<file path="src/rtl/pcu_pkg.sv">
package pcu_pkg;
  typedef enum logic [1:0] {
    LM_STATIC     = 2'b00,
    LM_DRIVE      = 2'b01,
    LM_CAPTURE    = 2'b10,
    LM_STATIC_ALT = 2'b11
  } line_mode_e;
endpackage

</file>
<file path="src/rtl/pcu_strobe_gen.sv">
module pcu_strobe_gen #(
  parameter int N_INT = 6,
  parameter int SEL_W = 3
) (
  input  logic             clk,
  input  logic             rst_n,
  input  logic [SEL_W-1:0] src_sel,
  input  logic             edge_fall,
  input  logic             ext_clk,
  input  logic [N_INT-1:0] int_src,
  output logic             strobe
);
  logic picked;
  logic s1, s2, s3;

  // code 0: nothing, 1: pin, 2..: internal strobes
  always_comb begin
    picked = 1'b0;
    if (src_sel == SEL_W'(1)) picked = ext_clk;
    for (int i = 0; i < N_INT; i++)
      if (src_sel == SEL_W'(i + 2)) picked = int_src[i];
  end

  always_ff @(posedge clk or negedge rst_n) begin
    if (!rst_n) begin
      s1 <= 1'b0;
      s2 <= 1'b0;
      s3 <= 1'b0;
    end else begin
      s1 <= picked;
      s2 <= s1;
      s3 <= s2;
    end
  end

  assign strobe = edge_fall ? (~s2 & s3) : (s2 & ~s3);
endmodule

</file>
<file path="src/rtl/pcu_line_ctrl.sv">
module pcu_line_ctrl
  import pcu_pkg::*;
#(
  parameter int W = 32
) (
  input  logic [2*W-1:0] line_mode,
  input  logic [W-1:0]   out_data,
  input  logic [W-1:0]   port_in,
  output logic [W-1:0]   port_out,
  output logic [W-1:0]   port_oe,
  output logic [W-1:0]   static_in,
  output logic [W-1:0]   cap_word
);
  for (genvar i = 0; i < W; i++) begin : g_line
    line_mode_e m;
    assign m            = line_mode_e'(line_mode[2*i +: 2]);
    assign port_oe[i]   = (m == LM_DRIVE);
    assign port_out[i]  = (m == LM_DRIVE) & out_data[i];
    assign static_in[i] = ((m == LM_STATIC) | (m == LM_STATIC_ALT)) & port_in[i];
    assign cap_word[i]  = (m == LM_CAPTURE) & port_in[i];
  end
endmodule

</file>
<file path="src/rtl/pcu_fifo.sv">
module pcu_fifo #(
  parameter int DW    = 32,
  parameter int DEPTH = 16
) (
  input  logic          clk,
  input  logic          rst_n,
  input  logic          push,
  input  logic [DW-1:0] push_data,
  output logic          full,
  output logic          m_valid,
  input  logic          m_ready,
  output logic [DW-1:0] m_data
);
  localparam int AW = $clog2(DEPTH);

  logic [DW-1:0] mem [DEPTH];
  logic [AW-1:0] wr_ptr, rd_ptr;
  logic [AW:0]   count;
  logic          do_push, do_pop;

  assign full    = (count == (AW+1)'(DEPTH));
  assign m_valid = (count != '0);
  assign m_data  = mem[rd_ptr];
  assign do_push = push & ~full;
  assign do_pop  = m_valid & m_ready;

  always_ff @(posedge clk) begin
    if (do_push) mem[wr_ptr] <= push_data;
  end

  always_ff @(posedge clk or negedge rst_n) begin
    if (!rst_n) begin
      wr_ptr <= '0;
      rd_ptr <= '0;
      count  <= '0;
    end else begin
      if (do_push) wr_ptr <= wr_ptr + AW'(1);
      if (do_pop)  rd_ptr <= rd_ptr + AW'(1);
      case ({do_push, do_pop})
        2'b10:   count <= count + (AW+1)'(1);
        2'b01:   count <= count - (AW+1)'(1);
        default: count <= count;
      endcase
    end
  end
endmodule

</file>
<file path="src/rtl/port_capture_unit.sv">
module port_capture_unit #(
  parameter int W     = 32,
  parameter int DEPTH = 16,
  parameter int N_INT = 6,
  parameter int SEL_W = 3
) (
  input  logic             clk,
  input  logic             rst_n,
  input  logic             cap_en,
  input  logic [SEL_W-1:0] src_sel,
  input  logic             edge_fall,
  input  logic             ext_clk,
  input  logic [N_INT-1:0] int_src,
  input  logic [2*W-1:0]   line_mode,
  input  logic [W-1:0]     out_data,
  input  logic [W-1:0]     port_in,
  output logic [W-1:0]     port_out,
  output logic [W-1:0]     port_oe,
  output logic [W-1:0]     static_in,
  output logic             m_valid,
  input  logic             m_ready,
  output logic [W-1:0]     m_data,
  output logic             ovf_flag,
  input  logic             ovf_clr
);
  logic         strobe, sample_evt, full;
  logic [W-1:0] cap_word;

  pcu_strobe_gen #(.N_INT(N_INT), .SEL_W(SEL_W)) u_strobe (
    .clk(clk), .rst_n(rst_n), .src_sel(src_sel), .edge_fall(edge_fall),
    .ext_clk(ext_clk), .int_src(int_src), .strobe(strobe)
  );

  pcu_line_ctrl #(.W(W)) u_lines (
    .line_mode(line_mode), .out_data(out_data), .port_in(port_in),
    .port_out(port_out), .port_oe(port_oe), .static_in(static_in),
    .cap_word(cap_word)
  );

  assign sample_evt = strobe & cap_en;

  pcu_fifo #(.DW(W), .DEPTH(DEPTH)) u_fifo (
    .clk(clk), .rst_n(rst_n), .push(sample_evt), .push_data(cap_word),
    .full(full), .m_valid(m_valid), .m_ready(m_ready), .m_data(m_data)
  );

  // a new overflow wins over a clear in the same cycle
  always_ff @(posedge clk or negedge rst_n) begin
    if (!rst_n)                 ovf_flag <= 1'b0;
    else if (sample_evt & full) ovf_flag <= 1'b1;
    else if (ovf_clr)           ovf_flag <= 1'b0;
  end
endmodule

</file>
<file path="config.mk">
export PLATFORM = sky130hd
export DESIGN_NAME = port_capture_unit
export DESIGN_NICKNAME = d
export VERILOG_FILES = /design/src/rtl/pcu_pkg.sv /design/src/rtl/pcu_strobe_gen.sv /design/src/rtl/pcu_line_ctrl.sv /design/src/rtl/pcu_fifo.sv /design/src/rtl/port_capture_unit.sv
export SDC_FILE = /design/constraint.sdc
export NUM_CORES = 1
export LEC_CHECK = 0
export BUFFER_PORTS_ARGS = -buffer_cell sky130_fd_sc_hd__buf_2
export CAP_MARGIN = 20
export CORE_MARGIN = 5
export CORE_UTILIZATION = 36
export DETAILED_ROUTE_END_ITERATION = 10
export GPL_ROUTABILITY_DRIVEN = 0
export SETUP_SLACK_MARGIN = 0.4
export SLEW_MARGIN = 20
export SYNTH_ARGS = -nofsm -noshare
export SYNTH_HDL_FRONTEND = slang
export SYNTH_HIERARCHICAL = 1
export SYNTH_SLANG_ARGS = --single-unit
</file>
<file path="constraint.sdc">
create_clock -name clk -period 5.14 [get_ports clk]
set_input_delay 0.514 -clock clk [delete_from_list [all_inputs] [get_ports clk]]
set_output_delay 0.514 -clock clk [all_outputs]
set_load 0.02 [all_outputs]
</file>
### Word-level counts from Yosys, hierarchy flattened

Memory sizes are Yosys's and may differ from the RTL's.
Cells that the tools add are included.

| storage, ports and cells | value |
|---|---|
| flip-flop bits (word level) | 17 |
| memory bits (writable) | 512 |
| input port bits | 144 |
| output and inout bits | 130 |
| logic and storage cells | 303 |
| memories kept | 1 |

| operators by class | value |
|---|---|
| $add $sub $neg | 4 |
| equal/unequal tests | 106 |
| muxes and demuxes | 13 |
| bitwise gates (word level) | 137 |
| reduce and logical (&&, ||, !) cells | 35 |

Memories:

| name | depth | bits a word | read ports | clocked after Yosys merged registers in | wr ports | line | RTL |
|---|---|---|---|---|---|---|---|
| u_fifo.mem | 16 | 32 | 1 | 0 | 1 | pcu_fifo.sv:16 | `logic [DW-1:0] mem [DEPTH];` |

Operator list:

| operator | number |
|---|---|
| 2-bit == test (second input constant) | 65 |
| 1-bit AND | 102 |
| 2-bit by 1-bit == test with 1-bit output (second input constant) | 33 |
| 2-bit zero test | 32 |
| 1-bit bitwise OR | 32 |
| 3-bit == test (second input constant) | 4 |
| 1-bit 2-to-1 mux | 12 |
| 5-bit case mux with 2 select lines | 1 |
| 4-bit by 1-bit adder with 4-bit output (second input constant) | 2 |
| 3-bit by 2-bit == test with 1-bit output (second input constant) | 2 |
| 5-bit by 1-bit adder with 5-bit output (second input constant) | 1 |
| 5-bit == test (second input constant) | 1 |
| 5-bit nonzero test | 1 |
| 5-bit by 1-bit subtractor with 5-bit output (second input constant) | 1 |
| 2-bit nonzero test | 2 |
| 3-bit by 1-bit == test with 1-bit output (second input constant) | 1 |
| 1-bit NOT | 3 |

### Depth between registers and ports, before layout

| logic depth | value |
|---|---|
| depth after elaboration | 8 |
| gate-level depth with buffers | 11 |
| depth with buffers taken out | 11 |

### Modules after synthesis

The synthesis kept the hierarchy.

By module, submodules not included:

| module | instances | cells an instance | area an instance (sq um) | sequential area each (sq um) |
|---|---|---|---|---|
| pcu_fifo | 1 | 1006 | 20383.3 | 15700.1 |
| pcu_line_ctrl | 1 | 224 | 1641.6 | 0.0 |
| pcu_strobe_gen | 1 | 11 | 157.7 | 75.1 |
| port_capture_unit | 1 | 4 | 46.3 | 25.0 |

### Worst setup path before layout

OpenSTA, ideal clock, no wires.

| path | value |
|---|---|
| path kind | in2reg |
| from | input port edge_fall |
| to | memory u_fifo.mem[3][0], enable pin |
| library setup time | 0.461 ns |
| data arrival time | 3.507 ns |
| data required time | 4.679 ns |
| setup slack | 1.172 ns |
| stages | 5 |
| buffers on the path | 0 |
| cells stage by stage | o21ai_0 -> and2_4 -> a21boi_2 -> nand2_1 -> nor3_1 |

| on the way | value |
|---|---|
| longest elaborated chain between the ends | 5 |

Ends and longest elaborated chain:

| item | line | RTL |
|---|---|---|
| from (decl) | port_capture_unit.sv:11 | `input logic edge_fall,` |
| 1-bit 2-to-1 mux | pcu_strobe_gen.sv:36 | `assign strobe = edge_fall ? (~s2 & s3) : (s2 & ~s3);` |
| 1-bit AND | port_capture_unit.sv:40 | `assign sample_evt = strobe & cap_en;` |
| net sample_evt | port_capture_unit.sv:26 | `logic strobe, sample_evt, full;` |
| 1-bit AND | pcu_fifo.sv:24 | `assign do_push = push & ~full;` |
| 1-bit 2-to-1 mux | pcu_fifo.sv:28 | `if (do_push) mem[wr_ptr] <= push_data;` |
| 1-bit 2-to-1 mux (not written as such) | pcu_fifo.sv:28 |  |
| to (decl) | pcu_fifo.sv:16 |  |

The timed path passes the listed nets, and every way through them passes these cells.

### Worst setup path in the final report

| path | value |
|---|---|
| from | register u_fifo.rd_ptr[2] |
| to | output port m_data[4] |

| on the way | value |
|---|---|
| longest elaborated chain between the ends | 1 |

Ends and longest elaborated chain:

| item | line | RTL |
|---|---|---|
| from (decl) | pcu_fifo.sv:17 | `logic [AW-1:0] wr_ptr, rd_ptr;` |
| from (signal assigned) | pcu_fifo.sv:38 | `if (do_pop) rd_ptr <= rd_ptr + AW'(1);` |
| memory 16 x 32 bit | n/a |  |
| to (decl) | port_capture_unit.sv:22 | `output logic [W-1:0] m_data,` |

No other way between the ends.

==> metrics.csv <==
stage,metric,value,unit
outcome,status,finished clean,
setup_path,reg2reg_from,u_strobe/s3$_DFF_PN0_,
global_route,grt_max_degree,63,
setup_path,required,4.63,ns
sta,finalSetupTns,0,ns
pwr,max-vdd-ir-drop,0.285,mV
sta,layout_worst_path_cycle_share,75.5,%
global_route,grt_pass1_wl,73800,microns
sta,fmax,258,MHz
synth,synth.cell_area,22200,sq um
finish,num-fill-cells,5374,
finish,drive_gt1_share,29.8,%
sta,hold_violations,0,
clock_network,cts_resized,0,
sta,relSlewSlack,32.5,%
place,place_hpwl,31100,microns
clock_network,cts_buffers,54,
die,coreArea,61500,sq um
synth,synth.area.top_cells,"edfxtp_1 (69%), mux4_2 (6.4%), mux2i_1 (5.8%), ha_1 (4.1%), and2_1 (2.8%)",
place,port_buffers,273,
clock_network,holdBufCountCts,1,
sta,period_needed,3.88,ns
synth,syn_area_per_cell,17.9,sq um
global_route,grt_pass1_vias,12500,
synth,ys_ff_latch,529,
synth,synth-edff-count,512,
die,dieArea,66800,sq um
pwr,power.leakage,0.0100,uW
global_route,grt_use_total,14.2,%
sta,fin_skew,0.0233,ns
die,rows,91,
setup_path,crit_path_end,m_data[4],
finish,area_growth,19.2,%
clock_network,clkLatencyLatePin,0.62,ns
die,die_w,258,microns
setup_path,critical_path_class,flip-flop to primary output,
die,start_util,36.2,%
global_route,grt_overflow_total,0,
setup_path,startpoint,u_fifo/rd_ptr[2]$_DFFE_PN0P_,
setup_path,worstPathArrival,3.37,ns
sta,whs,0.194,ns
setup_path,critPathLaunchType,flip-flop,
clock_network,clock_sinks,529,
hold_path,hold_class,input port to flip-flop,
drt,vias_per_cell,5.01,
drt,drtIter0Drc,778,
finish,seq_area,15800,sq um
setup_path,r2r-end,u_fifo/mem[8][11]$_DFFE_PP_,
global_route,antenna_found_initial,1,
pwr,power_density,482,nW/um^2
finish,diodes,0,
synth,ys_warn_count,6,
setup_path,regToRegSetupSlack,2.09,ns
clock_network,cts_root_buffer,clkbuf_16,
setup_path,reg2reg_depth,7,
drt,firstDrtPassIters,5,
sta,setup_viol,0,
drt,vias,12000,
synth,synthCells,1245,
setup_path,endpoint_kind,primary output,
clock_network,htree_levels,2,
flow_run,maxCapViolCount,0,
synth,ys.flop_type,edfxtp_1,
synth,synth_cell_types,36,
sta,rsz0062_at_grt,no,
drt,wl_per_cell,20.4,microns
finish,nets,1773,
clock_network,cts_tree,built,
finish,final_common_cell,edfxtp_1,
hold_path,min_from,ovf_clr,
clock_network,ctsLongestPathBuffers,3,
die,io-pin-count,274,
sta,tightest_slew,1.01,ns
synth,synth_top_cell_by_area,edfxtp_1,
clock_network,clk_pin_slew_worst_paths,0.06,ns
finish,multi_input_area,5910,sq um
setup_path,critPathMaxFanout,33,
synth,seq_area_frac_synth,71.1,%
clock_network,cts_setup_buffers,0,
synth,synth_top_area_share,69.2,%
die,chipHeight,258,microns
drt,route.detailed.drc,0,
finish,layout_common_cells,"edfxtp_1 (512), buf_2 (273), mux2i_1 (129)",
drt,routed_wirelength,48700,microns
synth,async_flop_share,3.21,%
sta,drv_slew,0,
synth,syn_nets,1463,
drt,ant_nets,0,
## kinds of logic after synthesis
| kind of cell | after synthesis | synth area share (%) |
|---|---|---|
| AND/OR/NAND/NOR | 168 | 4.13 |
| XOR/XNOR | 10 | 0.394 |
| multiplexers | 199 | 12.7 |
| buffers and inverters | 126 | 2.87 |
| adder cells (fa/ha/maj) | 74 | 4.20 |
| AO/OA/AOI/OAI | 139 | 4.65 |
| flip-flops | 529 | 71.1 |
## through the flow
stage                     util (%)  setup WS, ns  total power (uW)  cells  area [sq um]
after floorplan                  -          1.17              7960   1245         22200
after global placement        39.9          1.85              9100   2279         24600
after detailed placement      40.3          1.86              9160   2288         24800
after CTS                     43.1          1.20             13000   2389         26500
after global routing          43.1          1.05             13400   2389         26500
final                         43.1          1.26             12800   2389         26500
## worst min path at each step
stage / endpoint / slack [ns] / cells after the start
floorplan: ovf_flag$_DFFE_PN0P_ / 0.22 / 0
global placement: u_strobe/s2$_DFF_PN0_ / 0.34 / 0
detailed placement: u_strobe/s2$_DFF_PN0_ / 0.34 / 0
CTS: ovf_flag$_DFFE_PN0P_ / 0.16 / 3
global route: u_strobe/s1$_DFF_PN0_ / 0.17 / 2
finish: ovf_flag$_DFFE_PN0P_ / 0.19 / 3
## power by group
part | internal (uW) | switching (uW)
clock | 2140 | 1650
combinational | 1560 | 2320
sequential | 4870 | 238
## critical path, stage by stage, from the launching register on
cell	delay, ns
dfrtp_1	0.70
and2_2	0.75
buf_4	0.54
a221oi_1	0.19
a22oi_1	0.22
nand2_1	0.13
buf_2	0.19
## registers in the layout (all words and copies together), names as in the netlist
| signal | cells |
|---|---|
| ovf_flag | 1 |
| u_fifo/count | 5 |
| u_fifo/mem | 512 |
| u_fifo/rd_ptr | 4 |
| u_fifo/wr_ptr | 4 |
| u_strobe/s1 | 1 |
| u_strobe/s2 | 1 |
| u_strobe/s3 | 1 |
## metal layers
| metal | track usage, % | up-vias | wire (microns) | part of all wire (%) |
|---|---|---|---|---|
| li1 | - | 5514 | - | - |
| met1 | 18.3 | 6090 | 20300 | 42 |
| met2 | 25.2 | 295 | 25200 | 52 |
| met3 | 2.62 | 65 | 2280 | 4.7 |
| met4 | 3.28 | 0 | 909 | 1.9 |
| met5 | 0 | - | 0 | 0 |
## layout make-up
cell class                      count  share of cell area [%]
Clock buffer                       61                    5.20
Clock inverter                     39                    1.28
Inverter                           70                   0.992
Multi-Input combinational cell    590                    22.3
Sequential cell                   529                    59.7
Tap cell                          790                    3.73
Timing Repair Buffer              310                    6.81
## synthesized netlist by cell type (3+ instances only)
| master | number |
|---|---|
| xnor2_1 | 8 |
| dfrtp_1 | 17 |
| buf_1 | 3 |
| inv_1 | 70 |
| o21ai_0 | 36 |
| nand2_1 | 42 |
| nor3_1 | 4 |
| nand2b_1 | 3 |
| a22oi_1 | 32 |
| mux4_2 | 63 |
| mux2i_1 | 129 |
| nor2_1 | 13 |
| edfxtp_1 | 512 |
| and2_1 | 98 |
| buf_6 | 19 |
| clkbuf_1 | 17 |
| ha_1 | 73 |
| buf_2 | 17 |
| a221oi_1 | 64 |
| mux2_2 | 4 |
Note: power is estimated with default switching activity, not from simulation.
